## src/rtl/irq_ctl8_pkg.sv

```systemverilog
package irq_ctl8_pkg;
  localparam int unsigned NL = 8;               // interrupt lines
  localparam int unsigned DW = 8;               // register port width
  localparam int unsigned LW = $clog2(NL);      // line index width
  localparam int unsigned RW = LW + 1;          // rank width, value NL = none

  typedef enum logic [1:0] {
    ST_RUN  = 2'd0,
    ST_VEC  = 2'd1,
    ST_SKIP = 2'd2,
    ST_OPT  = 2'd3
  } setup_st_t;

  // operation command codes in wdata[7:5]
  localparam logic [2:0] OP_RAE_OFF = 3'd0;
  localparam logic [2:0] OP_EOI     = 3'd1;
  localparam logic [2:0] OP_SEOI    = 3'd3;
  localparam logic [2:0] OP_RAE_ON  = 3'd4;
  localparam logic [2:0] OP_REOI    = 3'd5;
  localparam logic [2:0] OP_SETPRI  = 3'd6;
  localparam logic [2:0] OP_RSEOI   = 3'd7;
endpackage

```

## src/rtl/irq_ctl8_reqlatch.sv

```systemverilog
module irq_ctl8_reqlatch
  import irq_ctl8_pkg::*;
(
  input  logic          clk,
  input  logic          rst_n,
  input  logic [NL-1:0] irq_in,
  input  logic [NL-1:0] trig,
  input  logic [NL-1:0] clr,
  input  logic          init_clr,
  output logic [NL-1:0] irr
);
  for (genvar i = 0; i < NL; i++) begin : g_line
    logic req_q, prev_q;
    always_ff @(posedge clk) begin
      if (!rst_n || init_clr) begin
        req_q  <= 1'b0;
        prev_q <= 1'b0;
      end else begin
        prev_q <= irq_in[i];
        if (trig[i]) req_q <= irq_in[i];
        else         req_q <= (req_q & ~clr[i]) | (irq_in[i] & ~prev_q);
      end
    end
    assign irr[i] = req_q;
  end
endmodule

```

## src/rtl/irq_ctl8_rank.sv

```systemverilog
module irq_ctl8_rank
  import irq_ctl8_pkg::*;
(
  input  logic [NL-1:0] mask,
  input  logic [LW-1:0] base,
  output logic [RW-1:0] rank
);
  always_comb begin
    rank = RW'(NL);
    for (int p = NL - 1; p >= 0; p--) begin
      if (mask[base + LW'(p)]) rank = RW'(p);
    end
  end
endmodule

```

## src/rtl/irq_ctl8.sv

```systemverilog
module irq_ctl8
  import irq_ctl8_pkg::*;
#(
  parameter logic [7:0] TRIG_MASK    = 8'hF8,
  parameter int unsigned CASCADE_LINE = 2
) (
  input  logic          clk,
  input  logic          rst_n,
  input  logic [NL-1:0] irq_in,
  input  logic          wr_en,
  input  logic          addr,
  input  logic [DW-1:0] wdata,
  input  logic          rd_en,
  output logic [DW-1:0] rdata,
  input  logic          trig_wr,
  output logic [NL-1:0] trig_q,
  output logic          int_req,
  input  logic          ack,
  output logic [LW-1:0] ack_line,
  output logic [DW-1:0] ack_vec
);
  localparam logic [NL-1:0] CASC_BIT = NL'(1) << CASCADE_LINE;
  localparam int unsigned   VBW      = DW - LW;

  logic [NL-1:0]  irr, imr_q, isr_q;
  logic [LW-1:0]  base_q, base_nxt;
  logic [VBW-1:0] vbase_q;
  logic           rsel_q, poll_q, smm_q, aeoi_q, rae_q, rae_nxt, sfnm_q, need4_q;
  setup_st_t      st_q;

  // ranking
  logic [NL-1:0] pend, isr_cmp, isr_set, isr_clr, irr_clr;
  logic [RW-1:0] pend_rank, cmp_rank, isr_rank;
  logic [LW-1:0] pend_line, isr_line;
  logic          winner, isr_any;

  assign pend    = irr & ~imr_q;
  assign isr_cmp = isr_q & ~(sfnm_q ? CASC_BIT : '0) & ~(smm_q ? imr_q : '0);

  irq_ctl8_rank u_pend (.mask(pend),    .base(base_q), .rank(pend_rank));
  irq_ctl8_rank u_cmp  (.mask(isr_cmp), .base(base_q), .rank(cmp_rank));
  irq_ctl8_rank u_isr  (.mask(isr_q),   .base(base_q), .rank(isr_rank));

  assign pend_line = base_q + pend_rank[LW-1:0];
  assign isr_line  = base_q + isr_rank[LW-1:0];
  assign isr_any   = (isr_rank != RW'(NL));
  assign winner    = (st_q == ST_RUN) && (pend_rank < cmp_rank);

  assign int_req  = winner;
  assign ack_line = winner ? pend_line : LW'(NL - 1);
  assign ack_vec  = {vbase_q, ack_line};

  // strobe decode
  logic do_ack, do_poll, wr0, wr1, is_init, is_ocw3, is_ocw2;
  assign do_ack  = ack && winner;
  assign do_poll = rd_en && poll_q;
  assign wr0     = wr_en && !addr;
  assign wr1     = wr_en && addr;
  assign is_init = wr0 && wdata[4];
  assign is_ocw3 = wr0 && !wdata[4] && wdata[3];
  assign is_ocw2 = wr0 && !wdata[4] && !wdata[3];

  // request latch
  assign irr_clr = ((do_ack || (do_poll && winner)) ? (NL'(1) << pend_line) : '0);

  irq_ctl8_reqlatch u_req (
    .clk(clk), .rst_n(rst_n), .irq_in(irq_in), .trig(trig_q),
    .clr(irr_clr), .init_clr(is_init), .irr(irr)
  );

  // in-service and priority base next state
  always_comb begin
    isr_set  = '0;
    isr_clr  = '0;
    base_nxt = base_q;
    rae_nxt  = rae_q;
    if (do_ack) begin
      if (!aeoi_q)    isr_set  = NL'(1) << pend_line;
      else if (rae_q) base_nxt = pend_line + LW'(1);
    end
    if (do_poll && winner) isr_clr = NL'(1) << pend_line;
    if (is_ocw2) begin
      unique case (wdata[7:5])
        OP_RAE_OFF: rae_nxt = 1'b0;
        OP_RAE_ON:  rae_nxt = 1'b1;
        OP_EOI:     if (isr_any) isr_clr = isr_clr | (NL'(1) << isr_line);
        OP_REOI: begin
          if (isr_any) begin
            isr_clr  = isr_clr | (NL'(1) << isr_line);
            base_nxt = isr_line + LW'(1);
          end
        end
        OP_SEOI:    isr_clr = isr_clr | (NL'(1) << wdata[LW-1:0]);
        OP_SETPRI:  base_nxt = wdata[LW-1:0] + LW'(1);
        OP_RSEOI: begin
          isr_clr  = isr_clr | (NL'(1) << wdata[LW-1:0]);
          base_nxt = wdata[LW-1:0] + LW'(1);
        end
        default: ;
      endcase
    end
  end

  // control registers
  always_ff @(posedge clk) begin
    if (!rst_n || is_init) begin
      imr_q   <= '0;
      isr_q   <= '0;
      base_q  <= '0;
      vbase_q <= '0;
      rsel_q  <= 1'b0;
      poll_q  <= 1'b0;
      smm_q   <= 1'b0;
      aeoi_q  <= 1'b0;
      rae_q   <= 1'b0;
      sfnm_q  <= 1'b0;
      need4_q <= rst_n ? wdata[0] : 1'b0;
      st_q    <= rst_n ? ST_VEC : ST_RUN;
    end else begin
      isr_q  <= (isr_q | isr_set) & ~isr_clr;
      base_q <= base_nxt;
      rae_q  <= rae_nxt;
      if (do_poll) poll_q <= 1'b0;
      if (is_ocw3) begin
        if (wdata[2]) poll_q <= 1'b1;
        if (wdata[1]) rsel_q <= wdata[0];
        if (wdata[6]) smm_q  <= wdata[5];
      end
      if (wr1) begin
        unique case (st_q)
          ST_RUN:  imr_q <= wdata;
          ST_VEC: begin
            vbase_q <= wdata[DW-1:LW];
            st_q    <= ST_SKIP;
          end
          ST_SKIP: st_q <= need4_q ? ST_OPT : ST_RUN;
          ST_OPT: begin
            sfnm_q <= wdata[4];
            aeoi_q <= wdata[1];
            st_q   <= ST_RUN;
          end
          default: st_q <= ST_RUN;
        endcase
      end
    end
  end

  // trigger byte: only the power-on reset clears it
  always_ff @(posedge clk) begin
    if (!rst_n)       trig_q <= '0;
    else if (trig_wr) trig_q <= wdata & TRIG_MASK;
  end

  // read path
  always_comb begin
    if (do_poll)   rdata = winner ? DW'(pend_line) : DW'(NL - 1);
    else if (addr) rdata = imr_q;
    else           rdata = rsel_q ? isr_q : irr;
  end
endmodule

```

## config.mk

```make
export PLATFORM = sky130hd
export DESIGN_NAME = irq_ctl8
export DESIGN_NICKNAME = d
export VERILOG_FILES = /design/src/rtl/irq_ctl8_pkg.sv /design/src/rtl/irq_ctl8_reqlatch.sv /design/src/rtl/irq_ctl8_rank.sv /design/src/rtl/irq_ctl8.sv
export SDC_FILE = /design/constraint.sdc
export NUM_CORES = 1
export LEC_CHECK = 0
export BUFFER_PORTS_ARGS = -buffer_cell sky130_fd_sc_hd__buf_4
export CORE_ASPECT_RATIO = 1.5
export CORE_MARGIN = 8
export CORE_UTILIZATION = 50
export CTS_CLUSTER_SIZE = 16
export DETAILED_ROUTE_END_ITERATION = 12
export HOLD_SLACK_MARGIN = 0.05
export PLACE_DENSITY = 0.8
export REMOVE_ABC_BUFFERS = 1
export SLEW_MARGIN = 20
export SYNTH_ARGS = -nofsm -noshare
export SYNTH_HDL_FRONTEND = slang
export SYNTH_SLANG_ARGS = --single-unit
export TNS_END_PERCENT = 20
```

## constraint.sdc

```tcl
create_clock -name clk -period 12.6 [get_ports clk]
set_clock_uncertainty 0.2 [all_clocks]
set_input_delay 0.63 -clock clk [delete_from_list [all_inputs] [get_ports clk]]
set_output_delay 0.63 -clock clk [all_outputs]
set_load 0.005 [all_outputs]
```

Word-level counts from Yosys, hierarchy flattened --
Cells that the tools add are included. Widths: inputs -> output; s select.
Storage, ports and cells: bits in read-only memories 0, RAM bits 0, bits in latches 0, register bits 54, memories 0, logic and storage cells 251, output and inout bits 28, input bits 23
Operators by class: divide/modulo/power cells 0, reductions and logical operators 31, magnitude comparators 9, $mul 0, mux-type cells 106, bitwise operators 51, shifts and indexed selects 3, equal/unequal tests 10, add/subtract/negate cells 12
Operators by type and width (count):
- $mux 4 | 24
- $mux 8 | 10
- $bmux 1 s3 | 24
- $mux 1 | 33
- $and 8x8->8 | 4
- $lt 3x4->1 const B | 8
- $mux 3 | 8
- $not 8->8 | 3
- $or 8x8->8 | 3
- $shl 1x3->8 const A | 3
- $and 1x1->1 | 16
- $not 1->1 | 16
- $pmux 8 s2 | 1
- $reduce_and 2->1 | 7
- $add 3x1->3 const B | 4
- $add 3x3->3 const B | 4
- $eq 3x3->1 const B | 4
- $logic_and 1x1->1 | 10
- $not 3->8 | 1
- $or 1x1->1 | 8
- $add 3x2->3 const B | 2
- $add 3x3->3 | 2
- $mux 2 | 3
- $pmux 2 s3 | 1
- 15 further kinds | 23

Depth between registers and ports, before layout --
word-level depth 24, mapped depth 23, depth with buffers taken out 20

Hierarchy --
From an unflattened synthesis, not the netlist that was laid out.
Second synthesis, totals: cell total of the unflattened synthesis 593, area total of the unflattened synthesis 5434.0 µm²
By module, submodules not included:
- irq_ctl8 | sequential area each 790.8 µm², times used 1, area each 2745.1 µm², cells each 330
- irq_ctl8_rank | sequential area each 0.0 µm², times used 3, area each 688.2 µm², cells each 63
- irq_ctl8_reqlatch | sequential area each 320.3 µm², times used 1, area each 624.3 µm², cells each 74

Least setup slack after synthesis --
Ideal clock, no wire load.
kind register -> register, from register base_q[1], to register base_q[2], period minus slack after synthesis 4.760 ns, data required time 12.278 ns, setup slack 7.840 ns, library setup time 0.122 ns, arrival time 4.438 ns, path buffers 2, stages on the path, launching flop included 19, cell sequence dfxtp_1 > clkbuf_1 > inv_2 > ha_1 > clkbuf_1 > mux4_2 > mux2i_1 > nand3_1 > a21boi_0 > o21ai_0 > fa_1 > xor2_1 > xor2_1 > ha_1 > nand2b_1 > o311a_1 > nand2_1 > nor3_1 > a311o_1
Between the ends: word-level cells in the longest chain between the ends 19, elaborated cells between the ends (all ways) 93, classes of those cells add/sub (11); order compare (1); eq/ne (1); mux (78); reduce/logical (2)
RTL lines:
- start: declaration | line irq_ctl8.sv:26 | logic [LW-1:0] base_q, base_nxt;
- start signal: assignment | line irq_ctl8.sv:121 | base_q <= base_nxt;
- $add 3x3->3 | line irq_ctl8_rank.sv:11 | if (mask[base + LW'(p)]) rank = RW'(p);
- $bmux 1 s3 | line irq_ctl8_rank.sv:11
- $mux 1 (not written as such) | line irq_ctl8_rank.sv:11
- $mux 4 (8 in series) | line irq_ctl8_rank.sv:11
- $add 3x3->3 | line irq_ctl8.sv:44 | assign pend_line = base_q + pend_rank[LW-1:0];
- $add 3x1->3 | line irq_ctl8.sv:79 | else if (rae_q) base_nxt = pend_line + LW'(1);
- $mux 3 | line irq_ctl8.sv:79
- $mux 3 | line irq_ctl8.sv:78 | if (!aeoi_q) isr_set = NL'(1) << pend_line;
- $mux 3 | line irq_ctl8.sv:77 | if (do_ack) begin
- $mux 3 | line irq_ctl8.sv:88 | if (isr_any) begin
- $pmux 3 s2 | line irq_ctl8.sv:83 | unique case (wdata[7:5])
- $mux 3 * | line irq_ctl8.sv:82 | if (is_ocw2) begin
Every way passes the cells marked *; elsewhere a longest branch is shown, timed or not. The select of a mux whose other input is x is not followed. A chain may end at the register's enable or synchronous reset.

Worst setup path after layout --
from register base_q[1], to output ack_vec[1]
Between the ends: word-level cells in the longest chain between the ends 14, elaborated cells between the ends (all ways) 59, classes of those cells add/sub (8); order compare (1); mux (49); reduce/logical (1)
RTL lines:
- $add 3x3->3 | line irq_ctl8_rank.sv:11
- $bmux 1 s3 | line irq_ctl8_rank.sv:11
- $mux 1 (not written as such) | line irq_ctl8_rank.sv:11
- $mux 4 (8 in series) | line irq_ctl8_rank.sv:11
- $lt 4x4->1 | line irq_ctl8.sv:47 | assign winner = (st_q == ST_RUN) && (pend_rank < cmp_rank);
- $logic_and 1x1->1 | line irq_ctl8.sv:47
- $mux 3 * | line irq_ctl8.sv:50 | assign ack_line = winner ? pend_line : LW'(NL - 1);
- end: declaration | line irq_ctl8.sv:20 | output logic [DW-1:0] ack_vec
Marks and branches as above.

==> metrics <==
#FFs+latches synth 54; fin area 5390 µm²; multiplexer share of the synthesized area 19.8%; Synth top cells by count nor2_1 (55), dfxtp_1 (51), nand2_1 (43); final antenna-violating net count 0; H-tree depth 2; WL per Instance 20.3 µm; r2r worst-path depth 14; routability cong. 0.951; largest net degree at the start of global routing 34; Hold WS 0.283 ns; CTS tree built; Post-synth EDFFs 3; synth unique cells 65; Antenna Cells 0; initial antenna violation count 0; via count 4598; Post-Synth XOR/XNOR Area 2.16%; CP Launch Type flip-flop; worst skew pair latency 0.29 ns; Max Cap Violations 0; Lkg Pwr 0.00223 µW; Port Buffers 47; Placed Area 5190 µm²; post-layout util 56.3%; CP bufs+invs 5; Hold-fix buffers, CTS 0; Chip Width 96.5 µm; Pint 376 µW; Final setup viols 0; adder-cell area share of the yosys netlist 8.29%; Critical Path Max Stage Delay 0.83 ns; fin crit share 48.8%; clk slew on worst S/H paths 0.07 ns; Clock power frac 31.9%; grt met1 use 23.8%; Critical Path AT 5.32 ns; grt met2 use 41.1%; register share of total power 33.9%; Die H 137 µm; switch share 33.4%; Synth top area share 21.0%; clock sinks 54; Worst path top cell family by delay simple AND/OR/NAND/NOR gates; RSZ-0062 raised after global routing no; Clk Tree Root Cell clkbuf_16; share of cells above drive strength 1 16.6%; post-CTS sizing 0; global-route wire length before repair 23.6 mm; power per cell area 105 nW/µm²; Starting DRT DRC Count 265; Period minus WS final 6.15 ns; Sum Neg Setup Slack 0 ns; critical path class flip-flop to output pin; post-synthesis async set-or-reset flop share 0%; CTS Buf Count 5; Critical Path Stages 15; gr ovfl total 0; final slew viol count 0; Post-Synthesis Cells 588; Synth Area in Compound Gates 17.1%; worst-path cell chain inv_2 > ha_1 > inv_1 > mux4_2 > nor4_1 > nand2_1 > ha_1 > a21o_1 > nand2_1 > nand3b_1 > inv_1 > nand2b_1 > inv_1 > nand2_1 > buf_4; # nets final 662; DP Worst Slack 6.87 ns; Residual DRC 0; hold crit path type flip-flop to flip-flop; drt pass-1 iters 7; met3 Usage GRT 2.36%; Crit-path slowest cell dfxtp_1; pin slew with the least headroom to its limit 1.01 ns; Post-Syn Area 4860 µm²; CP Data Required Time 11.77 ns; Achievable Freq 163 MHz; post-synthesis simple-gate area fraction 22.5%; top post-synthesis cells by area dfxtp_1 (21%), mux2i_1 (8.4%), ha_1 (7.5%); status complete, no violations; Setup crit end kind output pin; cell taking the most area after synthesis dfxtp_1; most frequent cell after synthesis nor2_1; Final Hold Viols 0; Max Fanout on Critical Path 20; YS warnings 0; vias in the first global route 4664; post-CTS setup buffer count 0; Post-Route WL 14.7 mm; I/O pin count 51; CTS max path bufs 2; Comb pwr share 34.2%; dpl hpwl 11.6 mm; DR vias/cell 6.35; P&R area growth vs syn 10.9%; core area 9580 µm²; main combinational cell family by area after synthesis simple AND/OR/NAND/NOR gates; WHS Path Cells 2; sequential-to-total area share from yosys stat 22.9%; Syn Area/Cell 8.27 µm²; Slew headroom 32.8%; Psw 189 µW; Initial Utilization 50.8%; all-layer global routing usage 22.8%; final worst setup slack 6.45 ns; site row count 44; GRT busiest layer met2; Fillers 890; ys flop type dfxtp_1; peak supply drop 0.000115 V; Die ar. 13200 µm²
[final cells by class]
class                   instances  area, µm²  area share (%)
multi-input cells             456       3410            63.2
flip-flops and latches         54       1110            20.6
repair buffers                 50        375            6.96
inverters                      41        154            2.86
well taps                     115        144            2.67
clock buffers                   6        139            2.58
clock inverters                 2       60.1            1.11
[cells by family after synthesis]
kind of cell / after synthesis
AND/OR/NAND/NOR: 216
AO/OA/AOI/OAI: 124
buffers and inverters: 80
multiplexers: 73
flip-flops: 54
adder cells (fa/ha/maj): 31
XOR/XNOR: 9
other: 1
[flip-flops by register name (all words and copies together), names as in the netlist, 2 cells and up]
name                 count
base_q                   3
imr_q                    8
u_req.g_line.prev_q      8
trig_q                   5
st_q                     2
isr_q                    8
u_req.g_line.req_q       8
vbase_q                  5
[routing by layer]
metal	routed length, µm	part of all wire, %
met2	7750	53
met1	5450	37
met4	911	6.2
met3	596	4.1
met5	0	0
[metrics by stage]
stage | cells | total power (µW)
after floorplan | 551 | 309
after global placement | 716 | 381
after detailed placement | 716 | 384
after CTS | 724 | 563
after global routing | 724 | 592
final | 724 | 565
[worst reg2reg max path, stage by stage, from the launching register on]
cell and delay [ns]:
dfxtp_1 0.83, inv_2 0.30, ha_1 0.63, inv_1 0.23
mux4_2 0.50, nor4_1 0.39, nand2_1 0.10, ha_1 0.30
a21o_1 0.18, nand2_1 0.06, nand3b_1 0.55, inv_1 0.25
nand4_1 0.23, or2_2 0.36, a311o_1 0.32
[final timing paths]
path / start / endpoint / slack, ns
worst max-delay path: base_q[1] / ack_vec[1] / 6.45
worst min-delay path: rae_q / rae_q / 0.28
worst max register to register: base_q[1] / base_q[2] / 7.04
worst min register to register: rae_q / rae_q / 0.28
[cell usage in the layout, fill, tap and decap left out, types with 7 or more instances in the layout]
cell / instances
nand2b_1: 18
mux4_2: 16
nand3_1: 29
and2_1: 8
nand3b_1: 7
and3_1: 13
o41ai_1: 8
nor3_1: 10
mux2_2: 8
nor2_1: 55
ha_1: 29
buf_4: 50
inv_1: 38
o21ai_0: 31
nand2_1: 43
a21oi_1: 36
mux2i_1: 41
nor2b_1: 11
dfxtp_1: 51
[power by group through the flow]
stage                     Sequential, µW  Clock, µW  Combinational [µW]
final                                191        180                 193
after global routing                 192        188                 212
after CTS                            191        181                 191
after detailed placement             195          0                 190
after global placement               194          0                 187
after floorplan                      191          0                 118
Note: power is estimated with default switching activity, not from simulation.
